$ cat src/rtl/irq_entry_pkg.sv
package irq_entry_pkg;

  // Sequencer phases; order follows the bus access order.
  typedef enum logic [1:0] {
    ST_IDLE = 2'd0,
    ST_VEC  = 2'd1,
    ST_PC   = 2'd2,
    ST_CCR  = 2'd3
  } seq_state_t;

  // Bytes moved per stack push.
  localparam int unsigned PUSH_BYTES = 2;

endpackage

$ cat src/rtl/irq_entry_ctrl.sv
module irq_entry_ctrl
  import irq_entry_pkg::*;
#(
  parameter int unsigned WORD_W = 16,
  parameter int unsigned VEC_W  = 6,
  localparam int unsigned CCR_W = WORD_W / 2
) (
  input  logic              clk,
  input  logic              rst,
  input  logic              req_valid,
  input  logic [VEC_W-1:0]  req_vec,
  input  logic              ie_flag,
  input  logic [CCR_W-1:0]  ccr_in,
  input  logic [WORD_W-1:0] cur_pc,
  input  logic [WORD_W-1:0] cur_sp,
  input  logic              bus_ready,
  input  logic [WORD_W-1:0] bus_rdata,
  output seq_state_t        state,
  output logic [VEC_W-1:0]  vec_q,
  output logic [WORD_W-1:0] pc_q,
  output logic [WORD_W-1:0] sp_q,
  output logic [CCR_W-1:0]  ccr_q,
  output logic              ie_clr,
  output logic              sp_we,
  output logic [WORD_W-1:0] sp_wdata,
  output logic              pc_we,
  output logic [WORD_W-1:0] pc_wdata,
  output logic              done
);

  localparam logic [WORD_W-1:0] STEP1 = WORD_W'(PUSH_BYTES);
  localparam logic [WORD_W-1:0] STEP2 = WORD_W'(2 * PUSH_BYTES);

  logic [WORD_W-1:0] hnd_q;
  logic              accept;

  assign accept = (state == ST_IDLE) && req_valid && ie_flag;

  always_ff @(posedge clk) begin
    if (rst) begin
      state    <= ST_IDLE;
      vec_q    <= '0;
      pc_q     <= '0;
      sp_q     <= '0;
      ccr_q    <= '0;
      hnd_q    <= '0;
      ie_clr   <= 1'b0;
      sp_we    <= 1'b0;
      sp_wdata <= '0;
      pc_we    <= 1'b0;
      pc_wdata <= '0;
      done     <= 1'b0;
    end else begin
      ie_clr <= 1'b0;
      sp_we  <= 1'b0;
      pc_we  <= 1'b0;
      done   <= 1'b0;
      unique case (state)
        ST_IDLE: begin
          if (accept) begin
            vec_q  <= req_vec;
            pc_q   <= cur_pc;
            sp_q   <= cur_sp;
            ccr_q  <= ccr_in;
            ie_clr <= 1'b1;
            state  <= ST_VEC;
          end
        end
        ST_VEC: begin
          if (bus_ready) begin
            hnd_q <= bus_rdata;
            state <= ST_PC;
          end
        end
        ST_PC: begin
          if (bus_ready) begin
            sp_we    <= 1'b1;
            sp_wdata <= sp_q - STEP1;
            state    <= ST_CCR;
          end
        end
        ST_CCR: begin
          if (bus_ready) begin
            sp_we    <= 1'b1;
            sp_wdata <= sp_q - STEP2;
            pc_we    <= 1'b1;
            pc_wdata <= hnd_q;
            done     <= 1'b1;
            state    <= ST_IDLE;
          end
        end
        default: state <= ST_IDLE;
      endcase
    end
  end

endmodule

$ cat src/rtl/irq_entry_bus.sv
module irq_entry_bus
  import irq_entry_pkg::*;
#(
  parameter int unsigned WORD_W = 16,
  parameter int unsigned VEC_W  = 6,
  localparam int unsigned CCR_W = WORD_W / 2,
  localparam int unsigned PAD_W = WORD_W - VEC_W - 1
) (
  input  seq_state_t        state,
  input  logic [VEC_W-1:0]  vec_q,
  input  logic [WORD_W-1:0] pc_q,
  input  logic [WORD_W-1:0] sp_q,
  input  logic [CCR_W-1:0]  ccr_q,
  output logic              bus_req,
  output logic              bus_we,
  output logic [WORD_W-1:0] bus_addr,
  output logic [WORD_W-1:0] bus_wdata
);

  localparam logic [WORD_W-1:0] STEP1 = WORD_W'(PUSH_BYTES);
  localparam logic [WORD_W-1:0] STEP2 = WORD_W'(2 * PUSH_BYTES);

  logic [WORD_W-1:0] tbl_addr;
  assign tbl_addr = {{PAD_W{1'b0}}, vec_q, 1'b0};

  // Decoded from flopped state and flopped samples only: glitch-free.
  always_comb begin
    bus_req   = 1'b0;
    bus_we    = 1'b0;
    bus_addr  = '0;
    bus_wdata = '0;
    unique case (state)
      ST_VEC: begin
        bus_req  = 1'b1;
        bus_addr = tbl_addr;
      end
      ST_PC: begin
        bus_req   = 1'b1;
        bus_we    = 1'b1;
        bus_addr  = sp_q - STEP1;
        bus_wdata = pc_q;
      end
      ST_CCR: begin
        bus_req   = 1'b1;
        bus_we    = 1'b1;
        bus_addr  = sp_q - STEP2;
        bus_wdata = {ccr_q, ccr_q};
      end
      default: ;
    endcase
  end

endmodule

$ cat src/rtl/irq_entry_seq.sv
module irq_entry_seq
  import irq_entry_pkg::*;
#(
  parameter int unsigned WORD_W = 16,
  parameter int unsigned VEC_W  = 6,
  localparam int unsigned CCR_W = WORD_W / 2
) (
  input  logic              clk,
  input  logic              rst,
  input  logic              req_valid,
  input  logic [VEC_W-1:0]  req_vec,
  input  logic              ie_flag,
  input  logic [CCR_W-1:0]  ccr_in,
  input  logic [WORD_W-1:0] cur_pc,
  input  logic [WORD_W-1:0] cur_sp,
  output logic              ie_clr,
  output logic              sp_we,
  output logic [WORD_W-1:0] sp_wdata,
  output logic              pc_we,
  output logic [WORD_W-1:0] pc_wdata,
  output logic              done,
  output logic              bus_req,
  output logic              bus_we,
  output logic [WORD_W-1:0] bus_addr,
  output logic [WORD_W-1:0] bus_wdata,
  input  logic [WORD_W-1:0] bus_rdata,
  input  logic              bus_ready
);

  seq_state_t        state;
  logic [VEC_W-1:0]  vec_q;
  logic [WORD_W-1:0] pc_q;
  logic [WORD_W-1:0] sp_q;
  logic [CCR_W-1:0]  ccr_q;

  irq_entry_ctrl #(.WORD_W(WORD_W), .VEC_W(VEC_W)) u_ctrl (
    .clk(clk), .rst(rst), .req_valid(req_valid), .req_vec(req_vec),
    .ie_flag(ie_flag), .ccr_in(ccr_in), .cur_pc(cur_pc), .cur_sp(cur_sp),
    .bus_ready(bus_ready), .bus_rdata(bus_rdata), .state(state),
    .vec_q(vec_q), .pc_q(pc_q), .sp_q(sp_q), .ccr_q(ccr_q),
    .ie_clr(ie_clr), .sp_we(sp_we), .sp_wdata(sp_wdata),
    .pc_we(pc_we), .pc_wdata(pc_wdata), .done(done)
  );

  irq_entry_bus #(.WORD_W(WORD_W), .VEC_W(VEC_W)) u_bus (
    .state(state), .vec_q(vec_q), .pc_q(pc_q), .sp_q(sp_q), .ccr_q(ccr_q),
    .bus_req(bus_req), .bus_we(bus_we), .bus_addr(bus_addr),
    .bus_wdata(bus_wdata)
  );

endmodule

$ cat config.mk
export PLATFORM = sky130hd
export DESIGN_NAME = irq_entry_seq
export DESIGN_NICKNAME = d
export VERILOG_FILES = /design/src/rtl/irq_entry_pkg.sv /design/src/rtl/irq_entry_ctrl.sv /design/src/rtl/irq_entry_bus.sv /design/src/rtl/irq_entry_seq.sv
export SDC_FILE = /design/constraint.sdc
export NUM_CORES = 1
export LEC_CHECK = 0
export CAP_MARGIN = 25
export CORE_ASPECT_RATIO = 2
export CORE_MARGIN = 2
export CORE_UTILIZATION = 35
export DETAILED_ROUTE_END_ITERATION = 8
export DONT_BUFFER_PORTS = 1
export PLACE_DENSITY = 0.53
export SYNTH_ARGS = -nofsm -noshare
export SYNTH_HDL_FRONTEND = slang
export SYNTH_SLANG_ARGS = --single-unit
$ cat constraint.sdc
create_clock -name clk -period 2.95 [get_ports clk]
set_input_delay 0 -clock clk [delete_from_list [all_inputs] [get_ports clk]]
set_output_delay 0 -clock clk [all_outputs]
set_load 0.01 [all_outputs]
==> results of run 1 <==
[critical path: stages, from the launching register on]
cell	delay [ns]
dfxtp_1	0.37
inv_1	0.08
ha_1	0.25
or4b_1	0.57
nor2_1	0.29
or4b_1	0.49
a21oi_1	0.28
[cells by family (layout without fill, tap and decap cells)]
logic type / after synthesis / count (layout)
adders and majority gates: 7 / 7
AOI/OAI and AO/OA: 155 / 155
xor gates and xnor gates: 11 / 11
muxes: 2 / 2
DFF: 99 / 99
and+or+nand+nor: 247 / 247
buffers and inverters: 61 / 103
[state kept, by name, summed over array words and instances (netlist names)]
name	flops
u_ctrl.hnd_q	16
u_ctrl.pc_q	16
u_ctrl.pc_wdata	16
u_ctrl.sp_q	16
u_ctrl.sp_wdata	16
u_ctrl.ccr_q	8
u_ctrl.vec_q	6
u_ctrl.state	2
u_ctrl.ie_clr	1
u_ctrl.pc_we	1
u_ctrl.sp_we	1
[cell type report]
cell class	instances	area [um2]
clock buffers	10	229
clock inverters	6	47.5
fillers	1293	6990
inverters	14	52.6
multi-input cells	422	2190
flip-flops and latches	99	1980
well taps	150	188
repair buffers	73	731
[final timing paths]
check,slack [ns],start,cells after the start,to
worst max-delay path,0.27,u_ctrl.sp_q[3],6,bus_addr[12]
worst min-delay path,0.05,rst,2,u_ctrl.pc_wdata[4]
worst max register to register,0.68,u_ctrl.sp_q[3],6,u_ctrl.sp_wdata[12]
worst min register to register,0.45,u_ctrl.hnd_q[2],2,u_ctrl.pc_wdata[2]
[power breakdown]
group / total [W] / switching (W) / internal (W)
logic: 0.00126 / 0.000817 / 0.000447
clock network: 0.00111 / 0.000525 / 0.000582
registers: 0.00165 / 0.000154 / 0.00150
total: 0.00402 / 0.00150 / 0.00253
[per-layer routing]
metal | track usage [%] | vias up | part of all wire, %
met5 | 0 | - | 0
met4 | 6.48 | 0 | 1.3
met3 | 4.21 | 10 | 5.4
met2 | 29.5 | 110 | 49
met1 | 24.0 | 1931 | 45
li1 | - | 2044 | -
[per-stage QoR]
step	power (W)	std cells	util, %
floorplan	0.00257	582	-
global placement	0.00284	692	36.0
detailed placement	0.00286	692	36.0
CTS	0.00408	774	43.7
global route	0.00430	774	43.7
finish	0.00402	774	43.7
[placed cells by master, fill, tap and decap left out, types with 2 or more instances in the layout]
master | synthesis | final
a211oi_1 | 7 | 7
nand3_1 | 7 | 6
buf_4 | 1 | 7
o211ai_1 | 4 | 4
xor2_1 | 8 | 8
inv_1 | 14 | 14
o31ai_1 | 3 | 3
mux2i_1 | 2 | 2
nand2b_1 | 3 | 3
nor2_1 | 25 | 25
a222oi_1 | 3 | 3
dlygate4sd3_1 | 0 | 65
nand2_1 | 177 | 177
nor2b_1 | 4 | 4
ha_1 | 7 | 7
o21a_1 | 2 | 2
and2_1 | 4 | 4
dfxtp_1 | 99 | 99
xnor2_1 | 3 | 3
a311oi_1 | 2 | 2
a31oi_1 | 6 | 6
or4b_1 | 2 | 2
nand4_1 | 3 | 3
o21ai_0 | 14 | 14
a22o_1 | 16 | 16
or3_1 | 3 | 3
or4_1 | 2 | 2
nor3_1 | 6 | 6
clkbuf_16 | 0 | 9
a22oi_1 | 2 | 2
nor4_1 | 4 | 4
a21oi_1 | 88 | 88
inv_6 | 0 | 3
==> impl_metrics.toml, run 1 <==
[logic_synthesis]
yosys_warnings = 0
synthesis.nets = 656
synthDistinctLibCells = 47
synth_ff_type = "dfxtp_1"
yosys-top-cells-area = "dfxtp_1 45%, nand2_1 15%, a21oi_1 10%"
ys_top_cells_by_count = "177 x nand2_1, 99 x dfxtp_1, 88 x a21oi_1"
synthMostInstantiatedCell = "nand2_1"
syn_area_mm2 = 0.00440
ys_ff_latch = 99
synth_top_family_by_area = "simple AND/OR/NAND/NOR gates"
synthCells = 582
synth.largest_area_cell = "dfxtp_1"
synth_top_area_share_pct = 45.0
synth_edf_count = 0
synth_simple_gate_area_share_pct = 23.7
synth_fa_ha_area_share_pct = 1.99
synth.mux.area_fraction_pct = 0.455
ys_async_sr_fraction_pct = 0
synth-seq-area-share_pct = 45.0
synth_compound_area_share_pct = 21.2
syn_area_per_cell_um2 = 7.56
synthXorXnorAreaFrac_pct = 2.19

[global_routing]
grt.total_usage_pct = 18.3
grt_pass1_wl_um = 20000
grt_pass1_vias = 3894
grt_max_degree = 96
gr-total-overflow = 0
antenna_found_initial = 0

[layout]
final_area_mm2 = 0.00542
diodes = 0
drive_gt1_share_pct = 4.17
layout.nets = 693
syn2layout_area_growth_pct = 23.1

[die]
start_util_pct = 35.5
io_pins = 137
die_x_um = 83.3
core.rowCount = 58
die-area_mm2 = 0.0135
core_mm2 = 0.0124
fp.dieH_um = 163

[sta]
rsz0062_at_grt = "no"
finalHoldViolCount = 0
fin_tns_setup_ns = 0
period_share_pct = 90.8
final_max_slew_viol_count = 0
fmax_ghz = 0.373
timing.hold.ws_ns = 0.0474
fin_crit_ns = 2.68
slew_headroom_pct = 50.8
setup_viol = 0
worst_pin_slew_ns = 0.733
timing.final.ws_setup_ns = 0.270
skew_ns = 0.00735

[place]
place_congestion = 0.851
dpl_cell_area_mm2 = 0.00446
pre_cts_ws_ns = 0.652
port_buffers = 0
dp_hpwl_um = 8280

[routing]
drt_iter0_drc = 188
ant_nets = 0
wire_per_inst_um = 16.3
drtPass1Iterations = 4
drc = 0
vias = 4095
via_per_inst = 5.29
wirelength_um = 12600

[clocking]
numCtsBuffers = 9
clk_latency_ns = 0.34
clk_pin_slew_ns = 0.07
h-tree-depth = 3
hold_buffers = 66
tritoncts = "yes"
clockRootBuffer = "clkbuf_16"
clock_path_buffers = 2
cts_sinks = 99
post-cts-setup-buffers = 0
cts-resized-gates = 0

[pwr]
ir_worst_vdd_v = 0.000565
p_per_area_mw_per_mm2 = 743
p_leak_nw = 1.93

[run_status]
status = "finished, final reports clean"

[critical_path]
critical_path_class = "reg2out"
cp_data_arrival_time_ns = 2.68
worst-path-max-fanout = 7
worstSetupEndpointType = "primary output"
worstSetupStartpointType = "flip-flop"
worstPathRequired_ns = 2.95

[flow_run]
drv_cap = 0

[min_path]
min_path_type = "in2reg"
(Power assumes the default switching activity.)
==> run 2: changes to the inputs <==
--- a/config.mk
+++ b/config.mk
@@ -12,6 +12,7 @@
 export DETAILED_ROUTE_END_ITERATION = 8
 export DONT_BUFFER_PORTS = 1
 export PLACE_DENSITY = 0.53
+export SETUP_SLACK_MARGIN = 0.3
 export SYNTH_ARGS = -nofsm -noshare
 export SYNTH_HDL_FRONTEND = slang
 export SYNTH_SLANG_ARGS = --single-unit
==> run 2 against run 1 <==
Against the previous run:
- largest cell class unchanged
- fmax increased by 7.9%
- core utilization is 0.081 points higher
- count of clock-buffer cells in the layout unchanged
- critical endpoint unchanged
- die area stayed put
==> impl_metrics.toml, run 2 (synthesis gave the netlist of run 1 again) <==
[routing]
drc = 0
drt_iter0_drc = 219
via_per_inst = 5.28
drtPass1Iterations = 4
wire_per_inst_um = 16.3
ant_nets = 0
vias = 4085
wirelength_um = 12600

[layout]
syn2layout_area_growth_pct = 23.3
layout_commonest_cell = "nand2_1"
layout_common_cells = "177 x nand2_1, 99 x dfxtp_1, 87 x a21oi_1"
final_area_mm2 = 0.00543
nFillCells = 1292
diodes = 0
layout.nets = 693
drive_gt1_share_pct = 4.65

[sta]
period_share_pct = 84.2
fin_crit_ns = 2.48
setup_viol = 0
worst_pin_slew_ns = 0.748
timing.hold.ws_ns = 0.0471
fmax_ghz = 0.403
slew_headroom_pct = 49.8
rsz0062_at_grt = "no"
final_max_slew_viol_count = 0
skew_ns = 0.00724
finalHoldViolCount = 0
fin_tns_setup_ns = 0

[critical_path]
critical_path_class = "reg2out"
reg2reg_to = "u_ctrl.sp_wdata[15]"
worstSetupStartpointType = "flip-flop"
worst-path-max-fanout = 7
cp_data_arrival_time_ns = 2.48
r2r-start = "u_ctrl.sp_q[8]"
worstSetupEndpointType = "primary output"
r2r_cells = 4
worstPathRequired_ns = 2.95
reg2reg_slack_ns = 0.80

[global_routing]
grt.total_usage_pct = 18.3
grt_pass1_wl_um = 20000
antenna_found_initial = 0
grt_max_degree = 96
grt_pass1_vias = 3894
gr-total-overflow = 0

[clocking]
cts_sinks = 99
clockRootBuffer = "clkbuf_16"
numCtsBuffers = 9
clock_path_buffers = 2
h-tree-depth = 3
clk_pin_slew_ns = 0.07
clk_latency_ns = 0.34
post-cts-setup-buffers = 0
tritoncts = "yes"

[place]
place_congestion = 0.851
port_buffers = 0
dpl_cell_area_mm2 = 0.00446
dp_hpwl_um = 8280

[die]
fp.dieH_um = 163
core.rowCount = 58
start_util_pct = 35.5
core_mm2 = 0.0124
die_x_um = 83.3
die-area_mm2 = 0.0135
io_pins = 137

[min_path]
min_path_type = "in2reg"
min_to = "u_ctrl.pc_wdata[4]"
hold_path_startpoint = "rst"
min_path_cells = 2

[pwr]
p_per_area_mw_per_mm2 = 743
ir_worst_vdd_v = 0.000564
p_leak_nw = 1.93

[run_status]
status = "finished, final reports clean"

[flow_run]
drv_cap = 0
run 2: how the worst max path moves through the flow:
stage | from | to
2_1_floorplan | u_ctrl.sp_q[3] | bus_addr[12]
3_3_place_gp | u_ctrl.sp_q[3] | bus_addr[12]
3_5_place_dp | u_ctrl.sp_q[3] | bus_addr[12]
4_1_cts | u_ctrl.sp_q[3] | bus_addr[12]
5_1_grt | u_ctrl.sp_q[3] | bus_addr[12]
6_report | u_ctrl.sp_q[3] | bus_addr[12]
run 2: where the power goes:
part           total (W)  internal, W  switching, W  leakage (nW)
combinational    0.00127     0.000453      0.000820         0.995
clock            0.00110     0.000582      0.000523         0.134
sequential       0.00165      0.00150      0.000154         0.804
run 2: worst max-delay path, stage by stage (launching register included):
cell     delay, ns
dfxtp_1       0.37
inv_1         0.08
ha_1          0.25
or4b_4        0.54
nor2_2        0.19
or4b_1        0.50
a21oi_2       0.22
run 2: layout make-up:
type / instances / area (um2) / share of cell area, %
Clock buffer: 10 / 229 / 4.22
Sequential cell: 99 / 1980 / 36.5
Inverter: 14 / 52.6 / 0.968
Tap cell: 150 / 188 / 3.46
Clock inverter: 6 / 47.5 / 0.876
Timing Repair Buffer: 73 / 731 / 13.5
Multi-Input combinational cell: 422 / 2200 / 40.5
run 2: stage by stage:
stage | setup WS [ns] | total power, W | std cells | util [%]
global placement | 0.718 | 0.00284 | 692 | 36.0
floorplan | 0.761 | 0.00257 | 582 | -
global route | 0.313 | 0.00431 | 774 | 43.7
detailed placement | 0.652 | 0.00286 | 692 | 36.0
CTS | 0.338 | 0.00408 | 774 | 43.7
finish | 0.467 | 0.00403 | 774 | 43.7
run 2: what timing repair did:
item / CTS / global route
hold buffers: 66 / 0
resized for setup: 1 / 2
hold endpoints to repair: 99 / 0
setup endpoints to repair: 1 / 2
cloned: 0 / 0
run 2: routing by layer:
layer | vias to the layer above | part of all wire (%) | track usage [%]
li1 | 2043 | - | -
met1 | 1919 | 45 | 24.0
met2 | 113 | 48 | 29.5
met3 | 10 | 5.4 | 4.21
met4 | 0 | 1.2 | 6.48
met5 | - | 0 | 0
